File: src/rtl/irq_stack_pkg.sv
package irq_stack_pkg;
  typedef enum logic [1:0] {
    SEL_PROTO = 2'd0,
    SEL_DMA   = 2'd1,
    SEL_PEND  = 2'd2,
    SEL_NONE  = 2'd3
  } reg_sel_e;
endpackage

File: src/rtl/irq_fifo_lockout.sv
module irq_fifo_lockout #(
  parameter int W = 16
) (
  input  logic         clk,
  input  logic         rst_n,
  input  logic [W-1:0] evt,
  input  logic         fifo_empty,
  output logic [W-1:0] post
);
  logic [W-1:0] held_q, held_d;

  always_comb begin
    held_d = held_q;
    post   = '0;
    if (fifo_empty) begin
      post   = held_q | evt;
      held_d = '0;
    end else begin
      held_d = held_q | evt;
    end
  end

  always_ff @(posedge clk or negedge rst_n) begin
    if (!rst_n) held_q <= '0;
    else        held_q <= held_d;
  end

  // events held during a full FIFO are released on the empty edge
  p_release_r8: assert property (@(posedge clk) disable iff (!rst_n)
    ($rose(fifo_empty) && $past(evt) != '0) |-> ((post & $past(evt)) == $past(evt)));
endmodule

File: src/rtl/irq_gap_timer.sv
module irq_gap_timer #(
  parameter int GAP = 3
) (
  input  logic clk,
  input  logic rst_n,
  input  logic start,
  output logic active,
  output logic promote
);
  localparam int CW = $clog2(GAP + 1);
  logic [CW-1:0] cnt_q, cnt_d;

  always_comb begin
    cnt_d = cnt_q;
    if (start)            cnt_d = CW'(GAP);
    else if (cnt_q != '0) cnt_d = cnt_q - 1'b1;
  end

  always_ff @(posedge clk or negedge rst_n) begin
    if (!rst_n) cnt_q <= '0;
    else        cnt_q <= cnt_d;
  end

  assign active  = (cnt_q != '0);
  assign promote = (cnt_q == CW'(1));
endmodule

File: src/rtl/irq_status_bank.sv
module irq_status_bank #(
  parameter int W = 8
) (
  input  logic         clk,
  input  logic         rst_n,
  input  logic [W-1:0] evt,
  input  logic         push,
  input  logic         promote,
  input  logic         clr,
  output logic [W-1:0] vis,
  output logic [W-1:0] stk
);
  logic [W-1:0] vis_d, stk_d, kept;

  always_comb begin
    kept  = clr ? '0 : vis;
    vis_d = kept;
    stk_d = stk;
    if (promote) begin
      vis_d = kept | stk | evt;
      stk_d = '0;
    end else if (push) begin
      stk_d = stk | evt;
    end else begin
      vis_d = kept | evt;
    end
  end

  always_ff @(posedge clk or negedge rst_n) begin
    if (!rst_n) begin
      vis <= '0;
      stk <= '0;
    end else begin
      vis <= vis_d;
      stk <= stk_d;
    end
  end

  // pushed events are retained in the shadow byte
  p_stack_hold_r4: assert property (@(posedge clk) disable iff (!rst_n)
    (push && !promote) |=> ((stk & $past(evt)) == $past(evt)));
  // promotion moves the shadow contents into view
  p_promote_r4: assert property (@(posedge clk) disable iff (!rst_n)
    promote |=> (((vis & $past(stk)) == $past(stk)) && stk == '0));
  // a read with no incoming event leaves the byte empty
  p_clear_r3: assert property (@(posedge clk) disable iff (!rst_n)
    (clr && !promote && evt == '0) |=> vis == '0);
endmodule

File: src/rtl/irq_stack_ctrl.sv
module irq_stack_ctrl
  import irq_stack_pkg::*;
#(
  parameter int REG_W        = 8,
  parameter int N_PROTO_REGS = 2,
  parameter int GAP_CYCLES   = 3,
  parameter logic [REG_W*N_PROTO_REGS-1:0] PROTO_FATAL = 16'h0101,
  parameter logic [REG_W-1:0]              DMA_FATAL   = 8'h01,
  localparam int PW     = REG_W * N_PROTO_REGS,
  localparam int ADDR_W = $clog2(N_PROTO_REGS + 2)
) (
  input  logic              clk,
  input  logic              rst_n,
  input  logic [PW-1:0]     proto_evt,
  input  logic [REG_W-1:0]  dma_evt,
  input  logic [PW-1:0]     proto_ien,
  input  logic [REG_W-1:0]  dma_ien,
  input  logic              dma_fifo_empty,
  input  logic              rd_en,
  input  logic              wr_en,
  input  logic [ADDR_W-1:0] addr,
  input  logic [REG_W-1:0]  wr_data,
  output logic [REG_W-1:0]  rd_data,
  output logic              irq_n,
  output logic              dma_fifo_clr,
  output logic              proto_fifo_clr
);
  localparam logic [ADDR_W-1:0] A_DMA  = ADDR_W'(N_PROTO_REGS);
  localparam logic [ADDR_W-1:0] A_PEND = ADDR_W'(N_PROTO_REGS + 1);

  logic [PW-1:0]    proto_post, vis_p, stk_p;
  logic [REG_W-1:0] vis_d, stk_d;
  logic [N_PROTO_REGS-1:0] clr_p;
  logic clr_d, rd_clr, gap_act, gap_promote;
  logic sip, dip;
  logic dclr_q, dclr_d, pclr_q, pclr_d;
  reg_sel_e sel;
  logic [$clog2(N_PROTO_REGS+1)-1:0] pidx;

  irq_fifo_lockout #(.W(PW)) u_lock (
    .clk(clk), .rst_n(rst_n), .evt(proto_evt),
    .fifo_empty(dma_fifo_empty), .post(proto_post)
  );

  irq_gap_timer #(.GAP(GAP_CYCLES)) u_gap (
    .clk(clk), .rst_n(rst_n), .start(rd_clr),
    .active(gap_act), .promote(gap_promote)
  );

  assign sip = |(vis_p & (proto_ien | PROTO_FATAL));
  assign dip = |(vis_d & (dma_ien | DMA_FATAL));

  genvar gi;
  generate
    for (gi = 0; gi < N_PROTO_REGS; gi++) begin : g_proto
      assign clr_p[gi] = rd_en && (addr == ADDR_W'(gi));
      irq_status_bank #(.W(REG_W)) u_bank (
        .clk(clk), .rst_n(rst_n),
        .evt(proto_post[gi*REG_W +: REG_W]),
        .push(sip || gap_act),
        .promote(gap_promote),
        .clr(clr_p[gi]),
        .vis(vis_p[gi*REG_W +: REG_W]),
        .stk(stk_p[gi*REG_W +: REG_W])
      );
    end
  endgenerate

  assign clr_d  = rd_en && (addr == A_DMA);
  assign rd_clr = (|clr_p) || clr_d;

  irq_status_bank #(.W(REG_W)) u_dma_bank (
    .clk(clk), .rst_n(rst_n), .evt(dma_evt),
    .push(dip || gap_act), .promote(gap_promote), .clr(clr_d),
    .vis(vis_d), .stk(stk_d)
  );

  // register read decode
  always_comb begin
    sel  = SEL_NONE;
    pidx = '0;
    if (addr < A_DMA) begin
      sel  = SEL_PROTO;
      pidx = $bits(pidx)'(addr);
    end else if (addr == A_DMA) begin
      sel = SEL_DMA;
    end else if (addr == A_PEND) begin
      sel = SEL_PEND;
    end
  end

  always_comb begin
    rd_data = '0;
    case (sel)
      SEL_PROTO: rd_data = vis_p[pidx*REG_W +: REG_W];
      SEL_DMA:   rd_data = vis_d;
      SEL_PEND:  rd_data = {{(REG_W-2){1'b0}}, dip, sip};
      default:   rd_data = '0;
    endcase
  end

  // FIFO clear control
  always_comb begin
    dclr_d = 1'b0;
    pclr_d = 1'b0;
    if (wr_en && sel == SEL_PEND) begin
      dclr_d = wr_data[0];
      pclr_d = wr_data[1];
    end
  end

  always_ff @(posedge clk or negedge rst_n) begin
    if (!rst_n) begin
      dclr_q <= 1'b0;
      pclr_q <= 1'b0;
    end else begin
      dclr_q <= dclr_d;
      pclr_q <= pclr_d;
    end
  end

  assign dma_fifo_clr   = dclr_q;
  assign proto_fifo_clr = pclr_q;
  assign irq_n          = !((sip || dip) && !gap_act);

  // request released for three cycles after a clearing read (GAP_CYCLES >= 3)
  p_gap_a_r3: assert property (@(posedge clk) disable iff (!rst_n)
    rd_clr |=> irq_n);
  p_gap_b_r3: assert property (@(posedge clk) disable iff (!rst_n)
    $past(rd_clr) |=> irq_n);
  p_gap_c_r3: assert property (@(posedge clk) disable iff (!rst_n)
    $past(rd_clr, 2) |=> irq_n);
  // a visible fatal bit outside the gap always drives the request
  p_fatal_r6: assert property (@(posedge clk) disable iff (!rst_n)
    (((vis_p & PROTO_FATAL) != '0 || (vis_d & DMA_FATAL) != '0) && !gap_act) |-> !irq_n);
  // clear pulses last a single cycle when writes are not back to back
  p_pulse_r9: assert property (@(posedge clk) disable iff (!rst_n)
    (dma_fifo_clr && !$past(wr_en)) |-> 1'b0);
endmodule

File: config.mk
export PLATFORM = sky130hd
export DESIGN_NAME = irq_stack_ctrl
export DESIGN_NICKNAME = d
export VERILOG_FILES = /design/src/rtl/irq_stack_pkg.sv /design/src/rtl/irq_fifo_lockout.sv /design/src/rtl/irq_gap_timer.sv /design/src/rtl/irq_status_bank.sv /design/src/rtl/irq_stack_ctrl.sv
export SDC_FILE = /design/constraint.sdc
export NUM_CORES = 1
export LEC_CHECK = 0
export BUFFER_PORTS_ARGS = -buffer_cell sky130_fd_sc_hd__buf_4
export CAP_MARGIN = 40
export CORE_UTILIZATION = 30
export CTS_CLUSTER_DIAMETER = 30
export DETAILED_ROUTE_END_ITERATION = 6
export PLACE_DENSITY = 0.48
export SLEW_MARGIN = 30
export SYNTH_ARGS = -nofsm -noshare
export SYNTH_HDL_FRONTEND = slang
export SYNTH_SLANG_ARGS = --single-unit
File: constraint.sdc
create_clock -name clk -period 4.3 [get_ports clk]
set_clock_uncertainty 0.15 [all_clocks]
set_input_delay 1.075 -clock clk [delete_from_list [all_inputs] [get_ports clk]]
set_output_delay 1.075 -clock clk [all_outputs]
set_load 0.02 [all_outputs]
==> flow_metrics.py <==
metrics = {
    "critical_path": {
        "crit_type": "in2out",
        "crit_required_ns": 3.07,
        "regToRegSetupSlack_ns": 2.14,
        "r2r-start": "u_gap.cnt_q[0]",
        "reg2reg_to": "u_dma_bank.vis[4]",
        "startpoint": "proto_ien[5]",
        "cp.arrival_ns": 2.49,
        "start_kind": "input pin",
        "endpoint_kind": "output port",
        "cp_max_fo": 3,
        "crit_end": "rd_data[0]",
        "rr_worst_depth": 5,
    },
    "global_route": {
        "grt_pass1_wl_um": 13300,
        "track_usage_pct": 17.2,
        "overflow": 0,
        "grt_pass1_vias": 2424,
        "grt_max_degree": 49,
        "antenna_found_initial": 0,
    },
    "synthesis": {
        "ys.flop_type": "dfrtp_1",
        "synth_area_leaders": "dfrtp_1 (55%), nor2_1 (5.9%), nand2_1 (5.4%)",
        "syn_area_sq_um": 3080,
        "synth_edf_count": 0,
        "synth_commonest_cells": "dfrtp_1 (68), nor2_1 (48), nand2_1 (44), o21ai_0 (31)",
        "ys.warnings.count": 0,
        "yosysMostFrequentCell": "dfrtp_1",
        "yosysTopAreaCellShare_pct": 55.3,
        "syn_inst": 296,
        "syn-num-nets": 361,
        "ys_seq_area_share_pct": 55.3,
        "avgSynthCellArea_sq_um": 10.4,
        "synth.distinct_cells": 35,
        "synth-async-reset-ratio_pct": 100,
        "ys_ff_latch": 68,
        "yosys.area.top_type": "dfrtp_1",
    },
    "drt": {
        "wire_per_inst_um": 16.8,
        "vias_per_cell": 4.84,
        "drc_errors": 0,
        "drt_pass1_iterations": 4,
        "drtIter0Drc": 70,
        "drt_wl_total_um": 8370,
        "via_count": 2411,
        "antenna_left": 0,
    },
    "floorplanning": {
        "die_w_um": 103,
        "ioPinCount": 74,
        "die_height_um": 103,
        "die_area_sq_um": 10700,
        "coreArea_sq_um": 9860,
        "num_rows": 36,
        "start_util_pct": 31.2,
    },
    "sta": {
        "drv_slew": 0,
        "fmax_ghz": 0.269,
        "worst_pin_slew_ns": 0.671,
        "slew_headroom_pct": 55.0,
        "rsz0062_at_grt": "no",
        "hold_violations": 0,
        "finalCritPeriodShare_pct": 86.3,
        "setup_slack_ns": 0.589,
        "tns_ns": 0,
        "final.min_clock_period_ns": 3.71,
        "setup_viol": 0,
        "fin_hold_ws_ns": 0.334,
    },
    "clock_tree": {
        "h-tree-depth": 3,
        "post_cts_resized": 0,
        "cts-root-buf": "clkbuf_8",
        "post_cts_buffers": 0,
        "clockBufferDepth": 2,
        "cts.reportedPaths.clkPinSlew_ns": 0.08,
        "clock-sinks": 68,
        "cts_buffers": 9,
        "insertion_delay_ns": 0.34,
        "cts_tree": "yes",
        "cts_hold_buffers": 0,
    },
    "worst_hold_path": {
        "holdCritPathClass": "reg2reg",
    },
    "placed_design": {
        "portBuffers": 64,
        "place.gp.congestion": 0.737,
        "place_hpwl_um": 5800,
        "dp_slack_ns": 0.553,
    },
    "power_and_ir_drop": {
        "clkPwrFrac_pct": 23.8,
        "power_frac_comb_pct": 31.0,
        "seqPwrFrac_pct": 45.2,
        "powerDensity_nw_per_um2": 601,
        "p_sw_w": 0.000828,
        "power.total_w": 0.00235,
        "p_leak_nw": 1.73,
        "peakVddDrop_mv": 0.188,
        "internal_power_w": 0.00153,
        "p_sw_share_pct": 35.2,
    },
    "layout": {
        "antennaDiodeCount": 0,
        "drive_above_1_share_pct": 28.2,
        "area_delta_synth_final_pct": 27.1,
        "post-route-util_pct": 39.7,
        "fin_nets": 425,
    },
    "run_status": {
        "status": "finished clean",
    },
    "job": {
        "maxCapViolCount": 0,
    },
}
-- area by class of cell --
| class | count | area [sq um] |
|---|---|---|
| Clock inverter | 5 | 58.8 |
| Multi-Input combinational cell | 208 | 1290 |
| Clock buffer | 11 | 151 |
| Sequential cell | 68 | 1700 |
| Tap cell | 133 | 166 |
| Inverter | 5 | 18.8 |
| Timing Repair Buffer | 68 | 531 |
| Fill cell | 988 | 5950 |
-- through the flow --
stage               area [sq um]  cells
floorplan                   3080    296
global placement            3670    481
detailed placement          3700    482
CTS                         3920    498
global route                3920    498
finish                      3920    498
-- routing by layer --
layer | wire (um) | vias to the layer above | GRT usage (%)
li1 | - | 1186 | -
met1 | 3930 | 1176 | 22.9
met2 | 4050 | 37 | 28.2
met3 | 277 | 12 | 3.02
met4 | 119 | 0 | 6.50
met5 | 0 | - | 0
-- power by group through the flow --
stage / clock network (W) / registers, W / logic (W)
detailed placement: 0 / 0.00107 / 0.000744
floorplan: 0 / 0.00101 / 0.000525
CTS: 0.000576 / 0.00106 / 0.000746
global route: 0.000599 / 0.00110 / 0.000829
global placement: 0 / 0.00107 / 0.000724
finish: 0.000561 / 0.00106 / 0.000730
-- sequential cells by signal, summed over array words and instances (netlist names) --
register            count
dma_fifo_clr            1
g_proto.u_bank.stk     16
u_gap.cnt_q             2
g_proto.u_bank.vis     16
proto_fifo_clr          1
u_dma_bank.vis          8
u_lock.held_q          16
u_dma_bank.stk          8
-- critical path, stage by stage --
cell,delay [ns]
buf_4,0.11
a222oi_1,0.33
and3_4,0.27
nand2_2,0.06
mux4_2,0.46
buf_4,0.17
-- cells in the final DEF (no fill, tap or decap), drive strengths merged --
| cell | n |
|---|---|
| a211oi | 1 |
| a22oi | 8 |
| clkinvlp | 2 |
| o211ai | 16 |
| nor3 | 1 |
| nor2b | 1 |
| or2 | 1 |
| inv | 5 |
| xor2 | 1 |
| o2bb2ai | 24 |
| mux2i | 6 |
| a311o | 1 |
| clkbuf | 11 |
| a21oi | 9 |
| nand3b | 2 |
| mux4 | 2 |
| o21ai | 31 |
| and4 | 3 |
| buf | 68 |
| nor2 | 48 |
| and3 | 1 |
| dfrtp | 68 |
| nand2 | 45 |
| or3b | 1 |
| o31a | 1 |
| a222oi | 1 |
| nand4 | 1 |
| bufinv | 1 |
| clkinv | 2 |
| mux2 | 1 |
| ha | 2 |
-- worst min path at each step --
stage                                         from                       end  slack, ns  cells after the start
after floorplan           g_proto[0].u_bank.stk[4]  g_proto[0].u_bank.stk[4]       0.30                      1
after global placement    g_proto[0].u_bank.stk[5]  g_proto[0].u_bank.stk[5]       0.31                      1
after detailed placement  g_proto[0].u_bank.stk[4]  g_proto[0].u_bank.stk[4]       0.32                      1
after CTS                 g_proto[0].u_bank.stk[4]  g_proto[0].u_bank.stk[4]       0.34                      1
after global routing      g_proto[1].u_bank.stk[5]  g_proto[1].u_bank.stk[5]       0.35                      1
final                     g_proto[1].u_bank.stk[2]  g_proto[1].u_bank.stk[2]       0.33                      1
-- cells by family after synthesis --
| group | after synthesis | share of synthesized area (%) |
|---|---|---|
| XOR/XNOR | 1 | 0.284 |
| multiplexers | 9 | 3.78 |
| AO/OA/AOI/OAI | 92 | 22.0 |
| buffers and inverters | 20 | 3.09 |
| AND/OR/NAND/NOR | 104 | 14.8 |
| adder cells (fa/ha/maj) | 2 | 0.813 |
| flip-flops | 68 | 55.3 |
(Power assumes the default switching activity.)
